`config.mk`:
```
export PLATFORM = sky130hd
export DESIGN_NAME = ret_stack_guard
export DESIGN_NICKNAME = d
export VERILOG_FILES = /design/src/rtl/rstk_pkg.sv /design/src/rtl/rstk_ptr.sv /design/src/rtl/rstk_store.sv /design/src/rtl/ret_stack_guard.sv
export SDC_FILE = /design/constraint.sdc
export NUM_CORES = 2
export LEC_CHECK = 0
export BUFFER_PORTS_ARGS = -buffer_cell sky130_fd_sc_hd__buf_2
export CAP_MARGIN = 20
export CORE_UTILIZATION = 40
export CTS_BUF_LIST = sky130_fd_sc_hd__clkbuf_4
export CTS_CLUSTER_DIAMETER = 200
export DETAILED_ROUTE_END_ITERATION = 16
export GPL_ROUTABILITY_DRIVEN = 0
export REMOVE_ABC_BUFFERS = 1
export SETUP_SLACK_MARGIN = 0.15
export SLEW_MARGIN = 30
export SYNTH_ARGS = -nofsm -noshare
export SYNTH_HDL_FRONTEND = slang
export SYNTH_HIERARCHICAL = 1
export SYNTH_SLANG_ARGS = --single-unit
```
`constraint.sdc`:
```
create_clock -name clk -period 9.5 [get_ports clk]
set_input_delay 0.475 -clock clk [delete_from_list [all_inputs] [get_ports clk]]
set_output_delay 0.475 -clock clk [all_outputs]
set_load 0.01 [all_outputs]
```
`src/rtl/rstk_pkg.sv`:
```
package rstk_pkg;

  typedef enum logic [1:0] {
    ST_IDLE = 2'd0,
    ST_PUSH = 2'd1,
    ST_POP  = 2'd2,
    ST_HALT = 2'd3
  } rstk_state_e;

  // Fault codes visible on the fault port.
  typedef enum logic [1:0] {
    FLT_NONE  = 2'd0,
    FLT_FULL  = 2'd1,
    FLT_EMPTY = 2'd2,
    FLT_TAG   = 2'd3
  } rstk_fault_e;

endpackage

```
`src/rtl/rstk_ptr.sv`:
```
// Stack pointer: counts stored entries, flags the two boundaries.
module rstk_ptr #(
  parameter int DEPTH = 16,
  localparam int IW = $clog2(DEPTH),
  localparam int CW = $clog2(DEPTH + 1)
) (
  input  logic          clk,
  input  logic          rst_n,
  input  logic          inc,
  input  logic          dec,
  output logic [IW-1:0] wr_idx,
  output logic [IW-1:0] top_idx,
  output logic          full,
  output logic          empty
);

  logic [CW-1:0] sp_q, sp_d;
  logic          sp_en;
  logic [CW-1:0] sp_m1;

  assign sp_en = inc ^ dec;

  always_comb begin
    sp_d = sp_q;
    if (inc)      sp_d = sp_q + CW'(1);
    else if (dec) sp_d = sp_q - CW'(1);
  end

  always_ff @(posedge clk or negedge rst_n) begin
    if (!rst_n)     sp_q <= '0;
    else if (sp_en) sp_q <= sp_d;
  end

  assign sp_m1   = sp_q - CW'(1);
  assign wr_idx  = sp_q[IW-1:0];
  assign top_idx = sp_m1[IW-1:0];
  assign full    = (sp_q == CW'(DEPTH));
  assign empty   = (sp_q == '0);

endmodule

```
`src/rtl/rstk_store.sv`:
```
// Entry storage: one write port, one asynchronous read port.
module rstk_store #(
  parameter int DEPTH = 16,
  parameter int EW    = 128,
  localparam int IW = $clog2(DEPTH)
) (
  input  logic          clk,
  input  logic          wr_en,
  input  logic [IW-1:0] wr_idx,
  input  logic [EW-1:0] wr_data,
  input  logic [IW-1:0] rd_idx,
  output logic [EW-1:0] rd_data
);

  logic [EW-1:0] mem [DEPTH];

  always_ff @(posedge clk) begin
    if (wr_en) mem[wr_idx] <= wr_data;
  end

  assign rd_data = mem[rd_idx];

endmodule

```
`src/rtl/ret_stack_guard.sv`:
```
module ret_stack_guard
  import rstk_pkg::*;
#(
  parameter int AW    = 32,
  parameter int KW    = 64,
  parameter int TW    = 32,
  parameter int DEPTH = 16,
  localparam int MW = AW + KW,
  localparam int EW = MW + TW,
  localparam int IW = $clog2(DEPTH)
) (
  input  logic          clk,
  input  logic          rst_n,
  input  logic          push_req,
  input  logic [AW-1:0] call_ip,
  input  logic [KW-1:0] fresh_key,
  input  logic          pop_req,
  output logic          done,
  output logic [AW-1:0] ret_ip,
  output logic [KW-1:0] ret_key,
  output logic          halt,
  output logic [1:0]    fault,
  output logic          mac_req,
  output logic [MW-1:0] mac_msg,
  input  logic          mac_ack,
  input  logic [TW-1:0] mac_tag
);

  // Reset: asserted asynchronously, released after two clocks.
  logic [1:0] rst_sync_q;
  logic       rst_ni;

  always_ff @(posedge clk or negedge rst_n) begin
    if (!rst_n) rst_sync_q <= 2'b00;
    else        rst_sync_q <= {rst_sync_q[0], 1'b1};
  end
  assign rst_ni = rst_sync_q[1];

  rstk_state_e   state_q, state_d;
  rstk_fault_e   fault_q, fault_d;
  logic [MW-1:0] msg_q, msg_d;
  logic [TW-1:0] tag_q, tag_d;
  logic [MW-1:0] ret_q, ret_d;
  logic          done_q, done_d;
  logic          msg_en, ret_en, fault_en;

  logic          ptr_inc, ptr_dec, st_full, st_empty;
  logic [IW-1:0] wr_idx, top_idx;
  logic          wr_en;
  logic [EW-1:0] rd_data;

  rstk_ptr #(.DEPTH(DEPTH)) u_ptr (
    .clk     (clk),
    .rst_n   (rst_ni),
    .inc     (ptr_inc),
    .dec     (ptr_dec),
    .wr_idx  (wr_idx),
    .top_idx (top_idx),
    .full    (st_full),
    .empty   (st_empty)
  );

  rstk_store #(.DEPTH(DEPTH), .EW(EW)) u_store (
    .clk     (clk),
    .wr_en   (wr_en),
    .wr_idx  (wr_idx),
    .wr_data ({msg_q, mac_tag}),
    .rd_idx  (top_idx),
    .rd_data (rd_data)
  );

  // Next-state logic.
  always_comb begin
    state_d  = state_q;
    fault_d  = fault_q;
    msg_d    = msg_q;
    tag_d    = tag_q;
    ret_d    = ret_q;
    done_d   = 1'b0;
    msg_en   = 1'b0;
    ret_en   = 1'b0;
    fault_en = 1'b0;
    ptr_inc  = 1'b0;
    ptr_dec  = 1'b0;
    wr_en    = 1'b0;
    unique case (state_q)
      ST_IDLE: begin
        if (push_req) begin
          if (st_full) begin
            fault_d  = FLT_FULL;
            fault_en = 1'b1;
            state_d  = ST_HALT;
          end else begin
            msg_d   = {call_ip + AW'(1), fresh_key};
            msg_en  = 1'b1;
            state_d = ST_PUSH;
          end
        end else if (pop_req) begin
          if (st_empty) begin
            fault_d  = FLT_EMPTY;
            fault_en = 1'b1;
            state_d  = ST_HALT;
          end else begin
            msg_d   = rd_data[EW-1:TW];
            tag_d   = rd_data[TW-1:0];
            msg_en  = 1'b1;
            state_d = ST_POP;
          end
        end
      end
      ST_PUSH: begin
        if (mac_ack) begin
          wr_en   = 1'b1;
          ptr_inc = 1'b1;
          done_d  = 1'b1;
          state_d = ST_IDLE;
        end
      end
      ST_POP: begin
        if (mac_ack) begin
          if (mac_tag == tag_q) begin
            ptr_dec = 1'b1;
            ret_d   = msg_q;
            ret_en  = 1'b1;
            done_d  = 1'b1;
            state_d = ST_IDLE;
          end else begin
            fault_d  = FLT_TAG;
            fault_en = 1'b1;
            state_d  = ST_HALT;
          end
        end
      end
      default: state_d = ST_HALT;
    endcase
  end

  // Registers.
  always_ff @(posedge clk or negedge rst_ni) begin
    if (!rst_ni) begin
      state_q <= ST_IDLE;
      fault_q <= FLT_NONE;
      done_q  <= 1'b0;
      ret_q   <= '0;
      msg_q   <= '0;
      tag_q   <= '0;
    end else begin
      state_q <= state_d;
      done_q  <= done_d;
      if (fault_en) fault_q <= fault_d;
      if (ret_en)   ret_q   <= ret_d;
      if (msg_en) begin
        msg_q <= msg_d;
        tag_q <= tag_d;
      end
    end
  end

  assign done    = done_q;
  assign ret_ip  = ret_q[MW-1:KW];
  assign ret_key = ret_q[KW-1:0];
  assign halt    = (state_q == ST_HALT);
  assign fault   = fault_q;
  assign mac_req = (state_q == ST_PUSH) || (state_q == ST_POP);
  assign mac_msg = msg_q;

endmodule

```
# Yosys cells after proc, flatten, opt, wreduce, memory -nomap -nowiden

Memory sizes are Yosys's and may differ from the RTL's.
Index checks and enable logic that the tools add are counted.

Add/subtract/negate cells: 3
$mul: 0
Div/mod/pow operators: 0
$lt $le $gt $ge: 0
Equality and inequality tests: 13
Shift operators: 0
Muxes and demuxes: 41
Bitwise logic cells: 3
Reduce and logical (&&, ||, !) cells: 12

Operators by type and width:

| kind                                                                | count |
|---|---|
| 96-bit two-way mux                                                  | 4 |
| 32-bit by 1-bit adder with 32-bit output (second input constant)    | 1 |
| 32-bit == test                                                      | 1 |
| 2-bit two-way mux                                                   | 12 |
| 1-bit two-way mux                                                   | 19 |
| 5-bit two-way mux                                                   | 2 |
| 2-bit inequality test (second input constant)                       | 5 |
| 5-bit AND reduction                                                 | 2 |
| 3-bit inequality test (second input constant)                       | 3 |
| 7-bit AND reduction                                                 | 1 |
| 2-bit one-hot mux with 3 select lines                               | 1 |
| 2-bit nonzero test                                                  | 3 |
| 5-bit by 1-bit adder with 5-bit output (second input constant)      | 1 |
| 5-bit == test (second input constant)                               | 1 |
| 5-bit zero test                                                     | 1 |
| 5-bit by 1-bit subtractor with 5-bit output (second input constant) | 1 |
| 2-bit == test (second input constant)                               | 2 |
| 1-bit one-hot mux with 2 select lines                               | 2 |
| 2-bit one-hot mux with 2 select lines                               | 1 |
| 4-bit AND reduction                                                 | 1 |
| 3-bit AND reduction                                                 | 1 |
| 2-bit by 1-bit == test with 1-bit output (second input constant)    | 1 |
| 2-bit zero test                                                     | 1 |
| 1-bit inverter                                                      | 2 |
| other kinds (3)                                                     | 3 |

Register bits: 236
Bits in latches: 0
Bits in writable memories: 2048
ROM bits: 0
Bits of input ports: 133
Output and inout port bits: 197
Logic and storage cells: 81
Memories: 1

Memory list:

| name        | depth | width | read ports | clocked after Yosys merged registers in | wr ports | RTL line         | text |
|---|---|---|---|---|---|---|---|
| u_store.mem | 16    | 128   | 1          | 0                                       | 1        | rstk_store.sv:15 | `logic [EW-1:0] mem [DEPTH];` |

# Logic depth before layout (Yosys ltp)

Word-level depth: 6
Gate-level depth with buffers: 13
Gate-level depth less buffers: 10

# Cells and area by module

Netlist, hierarchy kept.

Modules (own cells, without submodules):

| module          | times used | cells each | area each (µm²) | seq. area each (µm²) |
|---|---|---|---|---|
| rstk_store      | 1          | 3237       | 76768.6         | 61499.0 |
| ret_stack_guard | 1          | 901        | 10522.6         | 5780.5 |
| rstk_ptr        | 1          | 38         | 359.1           | 125.1 |

# Worst setup path before layout

OpenSTA, ideal clock, no wires.

Kind: register to register
From: register state_q[1]
To: memory u_store.mem[0][0], enable pin
Library setup time: 0.772 ns
Data arrival time: 9.992 ns
Data required time: 8.728 ns
Setup slack: -1.264 ns
Cell stages (with the launch flop): 6
Buffers on the path: 0
Path through: dfrtp_1 inv_1 ha_1 and2_1 or3b_2 nor3_1

Cells in the longest elaborated chain, start to end: 4

Ends and longest elaborated chain:

| what                                     | RTL line               | text |
|---|---|---|
| from (decl)                              | ret_stack_guard.sv:39  | `rstk_state_e state_q, state_d;` |
| from (signal assigned)                   | ret_stack_guard.sv:148 | `state_q <= state_d;` |
| 2-bit by 1-bit == test with 1-bit output | --                     |  |
| 1-bit two-way mux                        | --                     |  |
| via ptr_inc                              | ret_stack_guard.sv:47  | `logic ptr_inc, ptr_dec, st_full, st_empty;` |
| 1-bit two-way mux                        | rstk_store.sv:18       | `if (wr_en) mem[wr_idx] <= wr_data;` |
| 1-bit two-way mux (implied by the code)  | rstk_store.sv:18       |  |
| to (decl)                                | rstk_store.sv:15       |  |

The timed path passes the listed nets, and every way through them passes these cells.

# Worst setup path in the final report

From: register u_ptr.sp_q[0]
To: register msg_q[40] (netlist: mac_msg[40])

Elaborated cells on any way between the ends: 15
Those cells by class: add/sub: 1; eq/ne: 3; mux: 8; reduce/logical: 2; memory: 1

RTL lines:

| what                                        | RTL line               | text |
|---|---|---|
| from (decl)                                 | rstk_ptr.sv:17         | `logic [CW-1:0] sp_q, sp_d;` |
| from (signal assigned)                      | rstk_ptr.sv:31         | `else if (sp_en) sp_q <= sp_d;` |
| 5-bit by 1-bit subtractor with 5-bit output | --                     |  |
| via top_idx[0]                              | ret_stack_guard.sv:48  | `logic [IW-1:0] wr_idx, top_idx;` |
| memory read 16 x 128 bit                    | --                     |  |
| via rd_data[72]                             | ret_stack_guard.sv:50  | `logic [EW-1:0] rd_data;` |
| 96-bit two-way mux                          | ret_stack_guard.sv:99  | `if (st_empty) begin` |
| 96-bit two-way mux                          | ret_stack_guard.sv:98  | `end else if (pop_req) begin` |
| 96-bit two-way mux                          | ret_stack_guard.sv:88  | `if (push_req) begin` |
| to (signal assigned)                        | ret_stack_guard.sv:153 | `msg_q <= msg_d;` |
| to (decl)                                   | ret_stack_guard.sv:41  | `logic [MW-1:0] msg_q, msg_d;` |

The timed path passes the listed nets, and every way through them passes these cells. The select of a mux whose other input is x is not followed.
A chain may end at the register's enable or synchronous reset.

==> key figures <==
CTS
  – Worst-path clk slew: 0.07 ns
  – # H-tree levels: 6
  – Num CTS Buffers: 617
  – Clk_lat worst skew: 1.37 ns
  – Root Driver: clkbuf_4
  – Sink Count: 2284
  – Post-CTS setup buffers: 0
  – Max Root-Sink Buffers: 4
  – CTS tree: built

STA
  – Setup Viol. Count Final: 0
  – Slew Viols, Final: 0
  – Tcrit/Tclk final: 63.8%
  – FMAX: 0.165 GHz
  – Tightest Pin Transition: 1.10 ns
  – RSZ-0062 raised after global routing: no
  – Hold Vio Cnt, Final: 0
  – Worst Skew: 0.0964 ns
  – Slew margin rel.: 25.9%
  – Tmin final: 6.06 ns
  – Hold Slack: 0.143 ns

Critical path
  – Crit path DAT: 7.36 ns
  – Required @ worst endpoint: 10.79 ns
  – Worst-path fanout max: 89
  – Crit. End Element: register
  – CP Launch Type: register
  – Crit path kind: reg2reg

Logic synthesis
  – Compound-Gate Fraction of Synth Area: 3.53%
  – Netlist cell types: 56
  – Synth area leaders: edfxtp_1 70%, mux4_2 12%, dfrtp_1 6.7%, a22oi_1 1.9%, mux2i_1 1.8%
  – Area leader, netlist: edfxtp_1
  – Post-Synth Simple-Gate Area: 1.91%
  – Post-synth EDFFs: 2048
  – Syn Inst Count: 4176
  – Dominant combinational cell family by area after synthesis: multiplexers
  – Post-synth top area share: 70.2%
  – Synth Area in XOR/XNOR: 0.510%
  – Top_reg_cell synth: edfxtp_1
  – Synth Register Bits: 2284
  – Syn Area/Cell: 21.0 µm²
  – Post-synthesis mux area share: 15.6%
  – Asr flop ratio synth: 10.3%
  – Ys Warns: 6
  – Sequential share of the synthesized area: 76.9%
  – Cell Area, Synth: 0.0877 mm²
  – Post-synthesis adder-cell area fraction: 0.0999%

Floorplan
  – I/O Pins: 330
  – Die Width: 470 µm
  – Starting Density: 40.3%
  – Die area: 0.221 mm²
  – Placement Rows: 171
  – Core Footprint: 0.217 mm²
  – Die height: 470 µm

Pwr
  – Worst VDD drop: 0.338 mV
  – Pwr dens: 310 mW/mm²
  – P_leak: 0.0367 µW

Detailed routing
  – Drt wl/cell: 26.8 µm
  – Vias per cell: 5.53
  – Vias after detailed routing: 47.8k
  – DRC viols: 0
  – DRT antenna net count: 0
  – WL final: 231000 µm
  – First DRT Iteration DRCs: 4448
  – 1st-pass router iterations: 5

Cells and area
  – Utilization after layout: 47.9%
  – Commonest non-fill, non-tap cell in the layout: edfxtp_1
  – Layout overhead on the synthesized area: 18.8%
  – Most frequent cells in the layout: 2048 x edfxtp_1, 970 x clkbuf_4, 476 x mux4_2
  – Nets: 5431
  – Layout cells sized above 1: 36.5%

Outcome
  – Status: complete, no violations

Global routing
  – Remaining global-route overflow: 0
  – First-pass GRT wire length: 338000 µm
  – Initial antenna violation count: 15
  – Largest net degree at the start of global routing: 151
  – Vias in the first global route: 49.9k
  – Tot GR Track Use: 20.9%

Min path
  – Worst hold path type: in2reg

Place
  – DP HPWL: 112000 µm
  – Port Buf Inserts: 329

Run
  – Max capacitance violation total: 0
[critical path, cell delays in order, from the launching register on]
cell,delay [ns]
dfrtp_1,0.73
clkinv_8,0.68
ha_1,0.57
xor2_4,0.44
buf_4,0.48
buf_4,0.71
nor2b_2,0.10
buf_4,0.29
a22oi_1,0.25
o211ai_1,0.15
nand2_1,0.16
mux2i_1,0.07
dlygate4sd3_1,0.57
o21ai_0,0.13
dlygate4sd3_1,0.56
[synthesized netlist by cell type (4+ instances only)]
| master | instances |
|---|---|
| mux2_2 | 129 |
| o22ai_1 | 18 |
| nor2b_1 | 14 |
| a31oi_1 | 10 |
| ha_1 | 7 |
| nand4_1 | 14 |
| nand2b_1 | 5 |
| o31ai_1 | 9 |
| and4_1 | 4 |
| a21oi_1 | 40 |
| a211oi_1 | 18 |
| inv_1 | 14 |
| nand3_1 | 20 |
| dfrtp_1 | 236 |
| xor2_1 | 41 |
| nor4_1 | 11 |
| nand3b_1 | 6 |
| buf_1 | 16 |
| edfxtp_1 | 2048 |
| clkbuf_1 | 129 |
| nor3_1 | 14 |
| and3_1 | 4 |
| mux2i_1 | 154 |
| a22oi_1 | 220 |
| xnor2_1 | 10 |
| buf_8 | 4 |
| a21o_1 | 12 |
| nor2_1 | 36 |
| mux4_2 | 476 |
| a31o_2 | 5 |
| buf_6 | 15 |
| and2_1 | 6 |
| nand2_1 | 210 |
| o21ai_0 | 99 |
| o211ai_1 | 21 |
| or4_1 | 8 |
| buf_2 | 57 |
| buf_4 | 15 |
[cells by family after synthesis]
logic type | after synthesis
and+or+nand+nor | 362
xor gates and xnor gates | 51
muxes | 759
AOI/OAI and AO/OA | 461
adders and majority gates | 7
DFF | 2284
buffers and inverters | 251
other | 1
[what timing repair did]
action                    in CTS  in global routing
gates resized for setup        0                  0
hold buffers                 297                  0
hold endpoints to repair     664                  0
[metal layers]
| layer | vias to the layer above | global-route usage, % | wire length, µm |
|---|---|---|---|
| met1 | 25400 | 29.0 | 99200 |
| met3 | 388 | 4.58 | 16600 |
| met4 | 6 | 6.45 | 4800 |
| met5 | - | 0 | 35 |
| met2 | 1992 | 33.0 | 110000 |
| li1 | 20000 | - | - |
[per-stage QoR]
stage                     total power [µW]  setup TNS, ns  setup WS, ns  cells  area [µm²]
after floorplan                      20400       -3271.80        -22.20   3940       86500
after global placement               23200              0          3.81   7219       92800
after detailed placement             23400              0          3.85   7223       92900
after CTS                            32600              0          3.16   8614      104000
after global routing                 33900              0          3.17   8630      104000
final                                32300              0          3.44   8632      104000
[registers in the layout (all words and copies together), names as in the netlist]
name,flops
done,1
rst_sync_q,2
ret_q,96
tag_q,32
mac_msg,96
u_ptr/sp_q,5
u_store/mem,2048
fault,2
state_q,2
[path summary, 6_finish.rpt]
kind / from / end / slack [ns] / cells past startpoint
min in group asynchronous: rst_sync_q[1]$_DFF_PN0_ / mac_msg[58]$_DFFE_PN0P_ / 0.44 / 0
max in group asynchronous: rst_sync_q[1]$_DFF_PN0_ / ret_q[32]$_DFFE_PN0P_ / 7.63 / 1
max reg2reg: u_ptr/sp_q[0]$_DFFE_PN0P_ / mac_msg[40]$_DFFE_PN0P_ / 3.44 / 14
max: u_ptr/sp_q[0]$_DFFE_PN0P_ / mac_msg[40]$_DFFE_PN0P_ / 3.44 / 14
min reg2reg: rst_sync_q[0]$_DFF_PN0_ / rst_sync_q[1]$_DFF_PN0_ / 0.36 / 0
min: mac_tag[13] / u_store/mem[9][13]$_DFFE_PP_ / 0.14 / 2
[cell type report]
class | instances | area (µm²)
inverter | 15 | 76.3
multi-input combinational | 1641 | 19200
tap | 2854 | 3570
fill | 18300 | 113000
clock inverter | 124 | 779
antenna | 12 | 30.0
clock buffer | 970 | 7280
sequential | 2284 | 67400
timing repair buffer | 732 | 5780
[power by group]
group	internal (µW)	switching (µW)
clock network	4900	4030
logic	4270	5730
registers	12300	1020
total	21500	10800
No activity file was read; power rests on OpenSTA's default activity.
